`config.mk`:
```
export PLATFORM = sky130hd
export DESIGN_NAME = vc_input_port
export DESIGN_NICKNAME = d
export VERILOG_FILES = /design/src/rtl/vcip_pkg.sv /design/src/rtl/vcip_flit_queue.sv /design/src/rtl/vcip_credit_ctr.sv /design/src/rtl/vcip_rr_arb.sv /design/src/rtl/vc_input_port.sv
export SDC_FILE = /design/constraint.sdc
export NUM_CORES = 1
export LEC_CHECK = 0
export BUFFER_PORTS_ARGS = -buffer_cell sky130_fd_sc_hd__buf_4
export CORE_AREA = 2 2 124 126
export CTS_BUF_LIST = sky130_fd_sc_hd__clkbuf_8
export CTS_CLUSTER_DIAMETER = 120
export DETAILED_ROUTE_END_ITERATION = 6
export DIE_AREA = 0 0 126 128
export PLACE_DENSITY = 0.81
export SKIP_LAST_GASP = 1
export SYNTH_ARGS = -nofsm -noshare
export SYNTH_HDL_FRONTEND = slang
export SYNTH_SLANG_ARGS = --single-unit
```
`constraint.sdc`:
```
create_clock -name clk -period 5.7 [get_ports clk]
set_input_delay 0.285 -clock clk [delete_from_list [all_inputs] [get_ports clk]]
set_output_delay 0.285 -clock clk [all_outputs]
set_load 0.02 [all_outputs]
```
`src/rtl/vcip_pkg.sv`:
```
package vcip_pkg;

    // Number of virtual channels sharing the link; the arbiter states assume two.
    localparam int VC_COUNT = 2;
    localparam int VC_IDX_W = 1;

    typedef enum logic {
        VC_IDLE = 1'b0,
        VC_HELD = 1'b1
    } vc_state_e;

    typedef enum logic {
        FAVOR_VC0 = 1'b0,
        FAVOR_VC1 = 1'b1
    } arb_state_e;

endpackage

```
`src/rtl/vcip_flit_queue.sv`:
```
module vcip_flit_queue #(
    parameter int WIDTH = 34,
    parameter int DEPTH = 3
) (
    input  logic             clk,
    input  logic             rst_n,
    input  logic             wr_en,
    input  logic [WIDTH-1:0] wr_data,
    input  logic             rd_en,
    output logic [WIDTH-1:0] rd_data,
    output logic             empty,
    output logic             full,
    output logic             wr_drop
);
    localparam int PTR_W = (DEPTH > 1) ? $clog2(DEPTH) : 1;
    localparam int CNT_W = $clog2(DEPTH + 1);

    logic [WIDTH-1:0] mem [DEPTH];
    logic [PTR_W-1:0] rd_ptr, wr_ptr;
    logic [CNT_W-1:0] count;
    logic             accept;

    function automatic logic [PTR_W-1:0] ptr_inc(input logic [PTR_W-1:0] p);
        return (p == PTR_W'(DEPTH - 1)) ? '0 : p + 1'b1;
    endfunction

    assign empty   = (count == '0);
    assign full    = (count == CNT_W'(DEPTH));
    assign accept  = wr_en && (!full || rd_en);
    assign wr_drop = wr_en && !accept;
    assign rd_data = mem[rd_ptr];

    always_ff @(posedge clk) begin
        if (accept) mem[wr_ptr] <= wr_data;
    end

    always_ff @(posedge clk) begin
        if (!rst_n) begin
            rd_ptr <= '0;
            wr_ptr <= '0;
            count  <= '0;
        end else begin
            if (accept) wr_ptr <= ptr_inc(wr_ptr);
            if (rd_en)  rd_ptr <= ptr_inc(rd_ptr);
            unique case ({accept, rd_en})
                2'b10:   count <= count + 1'b1;
                2'b01:   count <= count - 1'b1;
                default: count <= count;
            endcase
        end
    end


    no_read_empty_chk: assert property (@(posedge clk) disable iff (!rst_n)
        rd_en |-> !empty);


    count_bound_chk: assert property (@(posedge clk) disable iff (!rst_n)
        count <= CNT_W'(DEPTH));

endmodule

```
`src/rtl/vcip_credit_ctr.sv`:
```
module vcip_credit_ctr #(
    parameter int MAX_CREDIT = 3
) (
    input  logic clk,
    input  logic rst_n,
    input  logic spend,
    input  logic refund,
    output logic avail
);
    localparam int CNT_W = $clog2(MAX_CREDIT + 1);

    logic [CNT_W-1:0] cnt;

    assign avail = (cnt != '0);

    always_ff @(posedge clk) begin
        if (!rst_n) begin
            cnt <= CNT_W'(MAX_CREDIT);
        end else begin
            unique case ({spend, refund})
                2'b10:   cnt <= cnt - 1'b1;
                2'b01:   cnt <= cnt + 1'b1;
                default: cnt <= cnt;
            endcase
        end
    end


    spend_needs_credit_chk: assert property (@(posedge clk) disable iff (!rst_n)
        spend |-> (cnt != '0));


    refund_bound_chk: assert property (@(posedge clk) disable iff (!rst_n)
        (refund && !spend) |-> (cnt < CNT_W'(MAX_CREDIT)));

endmodule

```
`src/rtl/vcip_rr_arb.sv`:
```
module vcip_rr_arb
    import vcip_pkg::*;
(
    input  logic                clk,
    input  logic                rst_n,
    input  logic [VC_COUNT-1:0] req,
    output logic [VC_COUNT-1:0] grant
);
    arb_state_e state_q, state_d;

    always_ff @(posedge clk) begin
        if (!rst_n) state_q <= FAVOR_VC0;
        else        state_q <= state_d;
    end

    always_comb begin
        grant   = '0;
        state_d = state_q;
        unique case (state_q)
            FAVOR_VC0: begin
                if (req[0])      grant = 2'b01;
                else if (req[1]) grant = 2'b10;
            end
            FAVOR_VC1: begin
                if (req[1])      grant = 2'b10;
                else if (req[0]) grant = 2'b01;
            end
        endcase
        if (grant[0])      state_d = FAVOR_VC1;
        else if (grant[1]) state_d = FAVOR_VC0;
    end


    grant_onehot_chk: assert property (@(posedge clk) disable iff (!rst_n)
        $onehot0(grant));


    grant_in_req_chk: assert property (@(posedge clk) disable iff (!rst_n)
        (grant & ~req) == '0);


    rr_turn_chk: assert property (@(posedge clk) disable iff (!rst_n)
        grant[0] |=> (req[1] -> grant[1]));

endmodule

```
`src/rtl/vc_input_port.sv`:
```
module vc_input_port
    import vcip_pkg::*;
#(
    parameter int FLIT_W     = 32,
    parameter int Q_DEPTH    = 3,
    parameter int MAX_CREDIT = 3
) (
    input  logic                clk,
    input  logic                rst_n,
    input  logic                in_valid,
    input  logic                in_vc,
    input  logic                in_head,
    input  logic                in_tail,
    input  logic [FLIT_W-1:0]   in_data,
    input  logic [VC_COUNT-1:0] credit_in,
    output logic                out_valid,
    output logic                out_vc,
    output logic                out_head,
    output logic                out_tail,
    output logic [FLIT_W-1:0]   out_data,
    output logic [VC_COUNT-1:0] q_overflow
);
    localparam int ENTRY_W = FLIT_W + 2;

    logic [ENTRY_W-1:0]  head_entry [VC_COUNT];
    logic [VC_COUNT-1:0] q_empty, q_full, q_drop, credit_ok, req, grant;

    vcip_rr_arb u_arb (
        .clk   (clk),
        .rst_n (rst_n),
        .req   (req),
        .grant (grant)
    );

    for (genvar v = 0; v < VC_COUNT; v++) begin : g_vc
        logic      wr_en;
        vc_state_e own_q, own_d;

        assign wr_en  = in_valid && (in_vc == VC_IDX_W'(v));
        assign req[v] = !q_empty[v] && credit_ok[v];

        vcip_flit_queue #(.WIDTH(ENTRY_W), .DEPTH(Q_DEPTH)) u_queue (
            .clk     (clk),
            .rst_n   (rst_n),
            .wr_en   (wr_en),
            .wr_data ({in_head, in_tail, in_data}),
            .rd_en   (grant[v]),
            .rd_data (head_entry[v]),
            .empty   (q_empty[v]),
            .full    (q_full[v]),
            .wr_drop (q_drop[v])
        );

        vcip_credit_ctr #(.MAX_CREDIT(MAX_CREDIT)) u_credit (
            .clk    (clk),
            .rst_n  (rst_n),
            .spend  (grant[v]),
            .refund (credit_in[v]),
            .avail  (credit_ok[v])
        );

        // Packet ownership of the downstream channel.
        always_ff @(posedge clk) begin
            if (!rst_n) own_q <= VC_IDLE;
            else        own_q <= own_d;
        end

        always_comb begin
            own_d = own_q;
            unique case (own_q)
                VC_IDLE: if (grant[v] && head_entry[v][ENTRY_W-1] && !head_entry[v][ENTRY_W-2])
                             own_d = VC_HELD;
                VC_HELD: if (grant[v] && head_entry[v][ENTRY_W-2])
                             own_d = VC_IDLE;
            endcase
        end

        always_ff @(posedge clk) begin
            if (!rst_n) q_overflow[v] <= 1'b0;
            else        q_overflow[v] <= q_drop[v];
        end


        held_no_head_chk: assert property (@(posedge clk) disable iff (!rst_n)
            (own_q == VC_HELD && grant[v]) |-> !head_entry[v][ENTRY_W-1]);


        idle_needs_head_chk: assert property (@(posedge clk) disable iff (!rst_n)
            (own_q == VC_IDLE && grant[v]) |-> head_entry[v][ENTRY_W-1]);


        full_write_flag_chk: assert property (@(posedge clk) disable iff (!rst_n)
            (wr_en && q_full[v] && !grant[v]) |=> q_overflow[v]);
    end

    always_comb begin
        out_valid = |grant;
        out_vc    = 1'b0;
        out_head  = 1'b0;
        out_tail  = 1'b0;
        out_data  = '0;
        for (int v = 0; v < VC_COUNT; v++) begin
            if (grant[v]) begin
                out_vc   = VC_IDX_W'(v);
                out_head = head_entry[v][ENTRY_W-1];
                out_tail = head_entry[v][ENTRY_W-2];
                out_data = head_entry[v][FLIT_W-1:0];
            end
        end
    end


    blocked_pass_chk: assert property (@(posedge clk) disable iff (!rst_n)
        (req[1] && !req[0]) |-> (out_valid && out_vc == 1'b1));

endmodule

```
==> results.cfg, run 1 <==
[floorplan]
start_util_pct = 59.5
design.die.area_um2 = 16100
die_width_um = 126
num_io_pins = 78
rows = 45
fp.dieH_um = 128
core_area_um2 = 14900

[placement]
port-buffer-count = 77
gp_congestion = 0.773
dp_hpwl_mm = 9.79

[run_status]
status = complete, no violations

[cts]
clockBufferDepth = 3
cts_tree = built
cts_setup_buffers = 0
h-tree-depth = 2
post_cts_resized = 0
clk_latency_ns = 0.50
clkTransAtPathRegs_ns = 0.06
numCtsBuffers = 34
cts-root-buf = clkbuf_8
cts_sinks = 227

[sta]
clock_skew_ns = 0.0223
maxSlewHeadroom_pct = 16.1
worst_pin_slew_ns = 1.26
hold_ws_ns = 0.0181
fin_tns_setup_ns = 0
report.final.hold_viol_count = 0
drv_slew = 0
rsz0062_at_grt = no
finalSetupViolCount = 0
fmax_ghz = 0.323
period_needed_ns = 3.09
fin_crit_sh_pct = 54.3

[critical_path]
start_kind = register
end_kind = register
critPathMaxFanout = 45
cp_data_arrival_time_ns = 3.26
r2r_slack_ns = 2.61
path_class = register to register
worstPathRequired_ns = 5.87
reg2reg_to = g_vc[1].u_queue.mem[2][12]
r2r_cells = 5
r2r-start = g_vc[1].u_queue.count[1]

[global_routing]
grt_max_degree = 69
grt_overflow = 0
grt_pass1_vias = 5375
antenna_found_initial = 0
grt.total_usage_pct = 21.1
grt_pass1_wl_mm = 26.7

[route]
firstDrtPassIters = 5
dr.first_iter.drc_count = 327
wl_per_cell_um = 18.7
route.detailed.drc = 0
vias = 5220
wl_mm = 16.9
vias_per_cell = 5.77
ant_nets = 0

[finish]
num_antenna_cells = 0
drive_above_1_share_pct = 19.4
final_nets = 735
syn_to_final_growth_pct = 16.7

[synth]
ys_ff_latch = 227
yosys_most_used_dff = edfxtp_1
synthTopCellsByArea = edfxtp_1, mux2i_1, dfxtp_1
syn_area_um2 = 8850
synth_cells = 590
yosys.area.top_type = edfxtp_1
synth-seq-area-share_pct = 74.4
avgSynthCellArea_um2 = 15.0
yosysTopAreaCellShare_pct = 69.2
yosysWarningCount = 0
synth-edff-count = 204
synthArstFlopShare_pct = 0
ys_types = 41
synth_nets = 632

[min_path]
whs_path_depth = 1
hold_path.startpoint = in_data[14]
hold_path_class = input pin to register
holdPathEnd = g_vc[1].u_queue.mem[2][14]

[power_and_ir_drop]
vdd_drop_max_uv = 196
cellPowerDensity_nw_per_um2 = 441
power_leakage_uw = 0.00363

[job]
maxCapViolCount = 0
## worst max-delay path by stage
stage / from / end / slack [ns]
floorplan: g_vc[1].u_queue.count[1] / g_vc[0].u_queue.mem[2][0] / 1.67
global placement: g_vc[1].u_queue.count[1] / g_vc[1].u_queue.mem[2][16] / 2.69
detailed placement: g_vc[1].u_queue.count[1] / g_vc[1].u_queue.mem[2][16] / 2.62
CTS: g_vc[1].u_queue.count[1] / g_vc[1].u_queue.mem[2][18] / 2.57
global route: g_vc[1].u_queue.count[1] / g_vc[1].u_queue.mem[2][5] / 2.44
finish: g_vc[1].u_queue.count[1] / g_vc[1].u_queue.mem[2][12] / 2.61
## cell usage in the layout (no fill, tap or decap), types with 2 or more instances in the layout
cell type	instances
dfxtp_2	4
nor3b_4	2
nand3_1	3
o21ai_0	4
mux2i_1	72
a21boi_0	2
dlygate4sd3_1	17
nor3b_2	2
o22ai_1	37
nand2b_1	2
buf_4	86
dfxtp_1	19
nand2_1	18
edfxtp_1	204
a21boi_1	4
a21oi_1	72
nor3_1	3
clkbuf_8	35
xor2_1	4
or3_1	4
nand3b_1	2
ha_1	2
nor3_2	2
clkinv_1	11
inv_1	12
nor2_1	74
## layout make-up
type / count / area [um2]
Tap cell: 188 / 235
Fill cell: 1006 / 4540
Clock buffer: 35 / 482
Timing Repair Buffer: 103 / 816
Sequential cell: 227 / 6590
Clock inverter: 24 / 95.1
Multi-Input combinational cell: 325 / 2100
Inverter: 2 / 7.51
## cell families (layout without fill, tap and decap cells)
kind of cell    Yosys count  after routing  synth area share [%]
flops                   227            227                  74.4
compound gates          129            129                  8.53
simple gates            116            116                  5.77
mux                      73             73                  8.27
buf+inv                  38            164                  2.21
xor+xnor                  5              5                 0.495
fa+ha+maj                 2              2                 0.283
## routing by layer
metal | vias to the layer above | wire [um] | global-route usage [%]
met1 | 2559 | 7050 | 26.9
li1 | 2455 | - | -
met4 | 0 | 363 | 8.86
met3 | 36 | 980 | 4.01
met2 | 170 | 8540 | 36.0
met5 | - | 0 | 0
## cell usage after synthesis (3+ instances only)
master and number:
nand2_1 18, or3_1 4, dfxtp_1 23, nand3_1 3
mux2i_1 72, o21ai_0 4, edfxtp_1 204, nor3_1 5
o22ai_1 37, buf_6 3, a21boi_1 4, clkbuf_1 17
nor2_1 74, buf_2 12, a21oi_1 72, xor2_1 4
buf_4 4
## registers in the layout, indices dropped and copies added, names as in the netlist, named ones only
name                 cells
g_vc.u_queue.mem       204
g_vc.u_credit.cnt        4
g_vc.u_queue.count       4
g_vc.u_queue.rd_ptr      4
g_vc.u_queue.wr_ptr      4
q_overflow               2
u_arb.state_q            1
## power breakdown
group | leakage, uW | total [uW] | switching [uW] | internal, uW
Clock | 0.000332 | 1140 | 570 | 568
Sequential | 0.00206 | 2120 | 171 | 1950
Combinational | 0.00124 | 1290 | 742 | 550
## worst max-delay path: stages (launching register included)
cell      delay (ns)
dfxtp_1         0.48
o22ai_1         0.16
o21bai_4        0.48
a31o_2          0.48
nor3b_4         0.72
buf_4           0.42
## metrics by stage
step                utilization, %  power, uW  cell area (um2)  setup slack (ns)  std cells
floorplan                        -       2990             8850              1.67        590
global placement              64.4       3390             9580              2.69        828
detailed placement            64.4       3440             9580              2.62        828
CTS                           69.4       4570            10300              2.57        903
global route                  69.5       4760            10300              2.44        904
finish                        69.5       4550            10300              2.61        904
## what timing repair did
| item | 4_1_cts | 5_1_grt |
|---|---|---|
| hold endpoints to repair | 72 | 5 |
| hold buffers | 16 | 1 |
| setup endpoints to repair | 0 | 0 |
Note: power is estimated with default switching activity, not from simulation.
==> run 2: changes to the inputs <==
--- a/config.mk
+++ b/config.mk
@@ -6,12 +6,12 @@
 export NUM_CORES = 1
 export LEC_CHECK = 0
 export BUFFER_PORTS_ARGS = -buffer_cell sky130_fd_sc_hd__buf_4
-export CORE_AREA = 2 2 124 126
+export CORE_AREA = 2 2 130 132
 export CTS_BUF_LIST = sky130_fd_sc_hd__clkbuf_8
 export CTS_CLUSTER_DIAMETER = 120
 export DETAILED_ROUTE_END_ITERATION = 6
-export DIE_AREA = 0 0 126 128
-export PLACE_DENSITY = 0.81
+export DIE_AREA = 0 0 132 134
+export PLACE_DENSITY = 0.78
 export SKIP_LAST_GASP = 1
 export SYNTH_ARGS = -nofsm -noshare
 export SYNTH_HDL_FRONTEND = slang
==> constraint.sdc (replaced) <==
create_clock -name clk -period 2.55 [get_ports clk]
set_input_delay 0.1275 -clock clk [delete_from_list [all_inputs] [get_ports clk]]
set_output_delay 0.1275 -clock clk [all_outputs]
set_load 0.02 [all_outputs]
==> results.cfg, run 2 (synthesized netlist as in run 1, its figures left out) <==
[run_status]
status = complete, no violations

[sta]
fmax_ghz = 0.406
rsz0062_at_grt = yes
worst_pin_slew_ns = 0.783
drv_slew = 0
clock_skew_ns = 0.0200
fin_crit_sh_pct = 96.5
period_needed_ns = 2.46
finalSetupViolCount = 0
report.final.hold_viol_count = 0
maxSlewHeadroom_pct = 47.6
layout_setup_ws_ns = 0.0900

[floorplan]
design.die.area_um2 = 17700
fp.dieH_um = 134
die_width_um = 132
start_util_pct = 54.3
num_io_pins = 78
rows = 47
core_area_um2 = 16300

[global_routing]
grt_pass1_vias = 5757
grt_pass1_wl_mm = 29.3
grt.total_usage_pct = 21.4
antenna_found_initial = 0
grt_overflow = 0
grt_max_degree = 53

[route]
vias_per_cell = 5.63
firstDrtPassIters = 5
dr.first_iter.drc_count = 353
wl_mm = 18.6
route.detailed.drc = 0
wl_met1_mm = 7.27
wl_per_cell_um = 19.1
met2_length_mm = 9.53
highest_layer = met4
vias = 5463
wl_met3_mm = 1.15
ant_nets = 0

[cts]
h-tree-depth = 2
clk_latency_ns = 0.53
cts_sinks = 227
cts_setup_buffers = 0
cts_tree = built
clkTransAtPathRegs_ns = 0.06
cts-root-buf = clkbuf_8
numCtsBuffers = 36
clockBufferDepth = 3

[critical_path]
start_kind = register
reg2reg_to = g_vc[1].u_credit.cnt[1]
end_kind = output port
r2r-start = g_vc[0].u_queue.count[1]
worstPathRequired_ns = 2.42
cp-startpoint = g_vc[1].u_queue.count[1]
r2r_slack_ns = 0.31
r2r_cells = 6
critPathMaxFanout = 15
setup.worst_path.end = out_data[18]
cp_data_arrival_time_ns = 2.33
path_class = register to output port

[power_and_ir_drop]
combPwrFrac_pct = 29.9
power.internal_uw = 7230
swShare_pct = 32.5
clkPwrFrac_pct = 26.8
power_leakage_uw = 0.00385
vdd_drop_max_uv = 631
power_uw = 10700
p_switching_uw = 3480
cellPowerDensity_nw_per_um2 = 984
seqPwrFrac_pct = 43.3

[finish]
final_nets = 766
largest_reg_flops = 204
final_area_um2 = 10900
syn_to_final_growth_pct = 23.0
layout_commonest_cell = edfxtp_1
final_cell_mix = edfxtp_1, buf_4, nor2_1, mux2i_1, a21oi_1
fin_cells = 970
drive_above_1_share_pct = 21.1
num_antenna_cells = 0
largest-register = g_vc.u_queue.mem

[min_path]
hold_path_class = input pin to register
whs_path_depth = 4

[placement]
place_area_um2 = 9810
dp.cells = 868
dp_slack_ns = 0.229
dp_hpwl_mm = 10.6
port-buffer-count = 77
gp_congestion = 0.751

[job]
maxCapViolCount = 0
==> run 2: cell count changes in the layout (fill, tap and decap cells not counted), sizes merged <==
cell,change
buf,+8
clkbuf,+7
clkinv,-3
clkinvlp,-1
dlygate4sd3,+21
inv,+2
==> run 2: layer usage <==
| layer | global-route usage (%) | vias to the layer above |
|---|---|---|
| li1 | - | 2526 |
| met1 | 25.8 | 2647 |
| met2 | 37.3 | 235 |
| met3 | 4.31 | 55 |
| met4 | 10.1 | 0 |
| met5 | 0 | - |
==> run 2: final cells by class <==
| cell class | instances | area, um2 |
|---|---|---|
| sequential | 227 | 6590 |
| fill | 1104 | 5410 |
| multi-input combinational | 325 | 2130 |
| timing repair buffer | 132 | 1190 |
| clock buffer | 42 | 578 |
| tap | 220 | 275 |
| clock inverter | 22 | 108 |
| inverter | 2 | 7.51 |
==> run 2: power by group through the flow <==
stage	Sequential, uW	Combinational (uW)	Clock, uW
finish	4630	3200	2870
global route	4670	3450	3070
CTS	4630	3200	2910
detailed placement	4710	3120	0
global placement	4680	3060	0
floorplan	4550	2130	0
==> run 2: worst min path at each step <==
stage | from | endpoint | slack [ns]
3_5_place_dp | in_data[10] | g_vc[1].u_queue.mem[0][10] | 0.35
2_1_floorplan | in_data[0] | g_vc[0].u_queue.mem[0][0] | 0.23
3_3_place_gp | in_data[23] | g_vc[0].u_queue.mem[2][23] | 0.34
4_1_cts | credit_in[0] | g_vc[0].u_credit.cnt[0] | 0.01
5_1_grt | credit_in[0] | g_vc[0].u_credit.cnt[0] | 0.05
6_report | credit_in[0] | g_vc[0].u_credit.cnt[0] | 0.02
==> run 2: what timing repair did <==
action                                  CTS  global route
resized for setup                         0             2
endpoints found under the setup margin    0            27
hold endpoints to repair                217             0
hold buffers                             38             0
==> run 2: through the flow <==
step / TNS (ns) / util, % / hold WS (ns)
finish: 0 / 66.8 / 0.0233
global route: -0.00477 / 66.8 / 0.0454
CTS: 0 / 66.7 / 0.0124
detailed placement: 0 / 60.2 / 0.349
global placement: 0 / 60.2 / 0.344
floorplan: -9.97 / - / 0.226
==> run 2: critical path, stage by stage, from the launching register on <==
cell and delay (ns):
dfxtp_1 0.38, o221ai_1 0.47, nand2_4 0.24, buf_4 0.26
o22ai_1 0.25, buf_4 0.19
==> run 3: changes to the inputs <==
--- a/config.mk
+++ b/config.mk
@@ -6,12 +6,12 @@
 export NUM_CORES = 1
 export LEC_CHECK = 0
 export BUFFER_PORTS_ARGS = -buffer_cell sky130_fd_sc_hd__buf_4
-export CORE_AREA = 2 2 130 132
+export CORE_AREA = 2 2 123 125
 export CTS_BUF_LIST = sky130_fd_sc_hd__clkbuf_8
-export CTS_CLUSTER_DIAMETER = 120
+export CTS_CLUSTER_DIAMETER = 30
 export DETAILED_ROUTE_END_ITERATION = 6
-export DIE_AREA = 0 0 132 134
-export PLACE_DENSITY = 0.78
+export DIE_AREA = 0 0 125 127
+export PLACE_DENSITY = 0.81
 export SKIP_LAST_GASP = 1
 export SYNTH_ARGS = -nofsm -noshare
 export SYNTH_HDL_FRONTEND = slang
==> constraint.sdc (replaced) <==
create_clock -name clk -period 3 [get_ports clk]
set_input_delay 0.15 -clock clk [delete_from_list [all_inputs] [get_ports clk]]
set_output_delay 0.15 -clock clk [all_outputs]
set_load 0.02 [all_outputs]
==> results.cfg, run 3 (synthesized netlist as in run 1, its figures left out) <==
[critical_path]
end_kind = register
cp_data_arrival_time_ns = 3.15
path_class = register to register
crit_path_cell_trace = o22ai_1 -> o21bai_4 -> buf_4 -> a21oi_1 -> dlygate4sd3_1 -> o22ai_1 -> dlygate4sd3_1
cp_slowest_cell = dlygate4sd3_1
cp_num_buf_inv = 3
worstPathRequired_ns = 3.46
critPathMaxFanout = 44
critical_path.top_delay_family = buffers and inverters
start_kind = register
critical-path-max-stage-delay_ns = 0.59

[route]
vias = 5301
dr.first_iter.drc_count = 321
firstDrtPassIters = 5
wl_per_cell_um = 18.1
ant_nets = 0
vias_per_cell = 5.65
route.detailed.drc = 0
wl_mm = 17.0

[finish]
final_nets = 769
syn_to_final_growth_pct = 21.8
drive_above_1_share_pct = 21.7
num_antenna_cells = 0
final_cell_mix = edfxtp_1, buf_4, nor2_1, mux2i_1, a21oi_1
layout_commonest_cell = edfxtp_1
final_core_util_pct = 74.7
largest_reg_flops = 204
largest-register = g_vc.u_queue.mem
fillers = 843

[job]
maxCapViolCount = 0

[cts]
clockBufferDepth = 3
h-tree-depth = 2
clk_latency_ns = 0.53
cts_setup_buffers = 0
cts_sinks = 227
cts-root-buf = clkbuf_8
clkTransAtPathRegs_ns = 0.06
numCtsBuffers = 41
cts_tree = built

[placement]
port-buffer-count = 77
gp_congestion = 0.751
dp_hpwl_mm = 9.86

[sta]
drv_slew = 0
period_needed_ns = 2.69
fmax_ghz = 0.372
rsz0062_at_grt = no
hold_ws_ns = 0.0475
worst_pin_slew_ns = 0.607
maxSlewHeadroom_pct = 59.5
finalSetupViolCount = 0
report.final.hold_viol_count = 0
fin_crit_sh_pct = 89.7
clock_skew_ns = 0.0147

[floorplan]
fp.dieH_um = 127
start_util_pct = 61.3
core_area_um2 = 14400
die_width_um = 125
num_io_pins = 78
rows = 44
design.die.area_um2 = 15900

[power_and_ir_drop]
power_leakage_uw = 0.00384
swShare_pct = 32.1
power.internal_uw = 6210
seqPwrFrac_pct = 43.1
combPwrFrac_pct = 28.6
vdd_drop_max_uv = 517
clkPwrFrac_pct = 28.3
p_switching_uw = 2930
cellPowerDensity_nw_per_um2 = 849

[global_routing]
grt_max_degree = 69
grt_pass1_wl_mm = 27.0
grt_overflow = 0
antenna_found_initial = 0
grt.total_usage_pct = 21.5
grt_pass1_vias = 5451

[run_status]
status = complete, no violations

[min_path]
hold_path_class = input pin to register
-- run 3: repair_timing --
item                                   CTS  global route
hold buffers                            39             0
resized for setup                        0             0
endpoints found under the hold margin  215             0
-- run 3: area by class of cell --
| type | instances | area (um2) | share of cell area (%) |
|---|---|---|---|
| inverter | 2 | 7.51 | 0.0697 |
| tap | 184 | 230 | 2.14 |
| timing repair buffer | 130 | 1100 | 10.2 |
| sequential | 227 | 6590 | 61.2 |
| multi-input combinational | 325 | 2110 | 19.6 |
| clock inverter | 29 | 164 | 1.52 |
| clock buffer | 42 | 578 | 5.36 |
-- run 3: metal layers --
metal  GRT usage, %  part of all wire (%)  vias up
met5              0                     0        -
met2           37.2                    51      162
li1               -                     -     2538
met3           4.90                   5.6       34
met4           7.78                   2.1        0
met1           26.9                    41     2567
-- run 3: metrics by stage --
stage               cells  instance area (um2)  total power, uW  TNS (ns)  setup slack [ns]
floorplan             590                 8850             5680    -97.60             -1.03
global placement      829                 9640             6450         0             0.919
detailed placement    829                 9640             6550         0             0.827
CTS                   939                10800             9210         0             0.360
global route          939                10800             9570         0             0.232
finish                939                10800             9150         0             0.310
-- run 3: final timing paths --
path | startpoint | end | slack (ns) | cells after the start
setup / recovery | g_vc[1].u_queue.count[1] | g_vc[1].u_queue.count[1] | 0.31 | 7
hold / removal | credit_in[0] | g_vc[0].u_credit.cnt[0] | 0.05 | 4
setup reg to reg | g_vc[1].u_queue.count[1] | g_vc[1].u_queue.count[1] | 0.31 | 7
hold reg to reg | g_vc[1].u_queue.rd_ptr[0] | register | 0.50 | 2
-- run 3: power by group through the flow --
stage,combinational [uW],clock (uW),sequential (uW)
floorplan,1800,0,3870
global placement,2470,0,3980
detailed placement,2550,0,4000
CTS,2620,2650,3940
global route,2810,2790,3970
finish,2620,2590,3940
-- run 3: worst register-to-register path, delay by kind of cell, from the launching register on --
family / cells / cell delay [ns]
buffers and inverters: 3 / 1.63
DFF: 1 / 0.37
AOI/OAI and AO/OA: 4 / 0.64
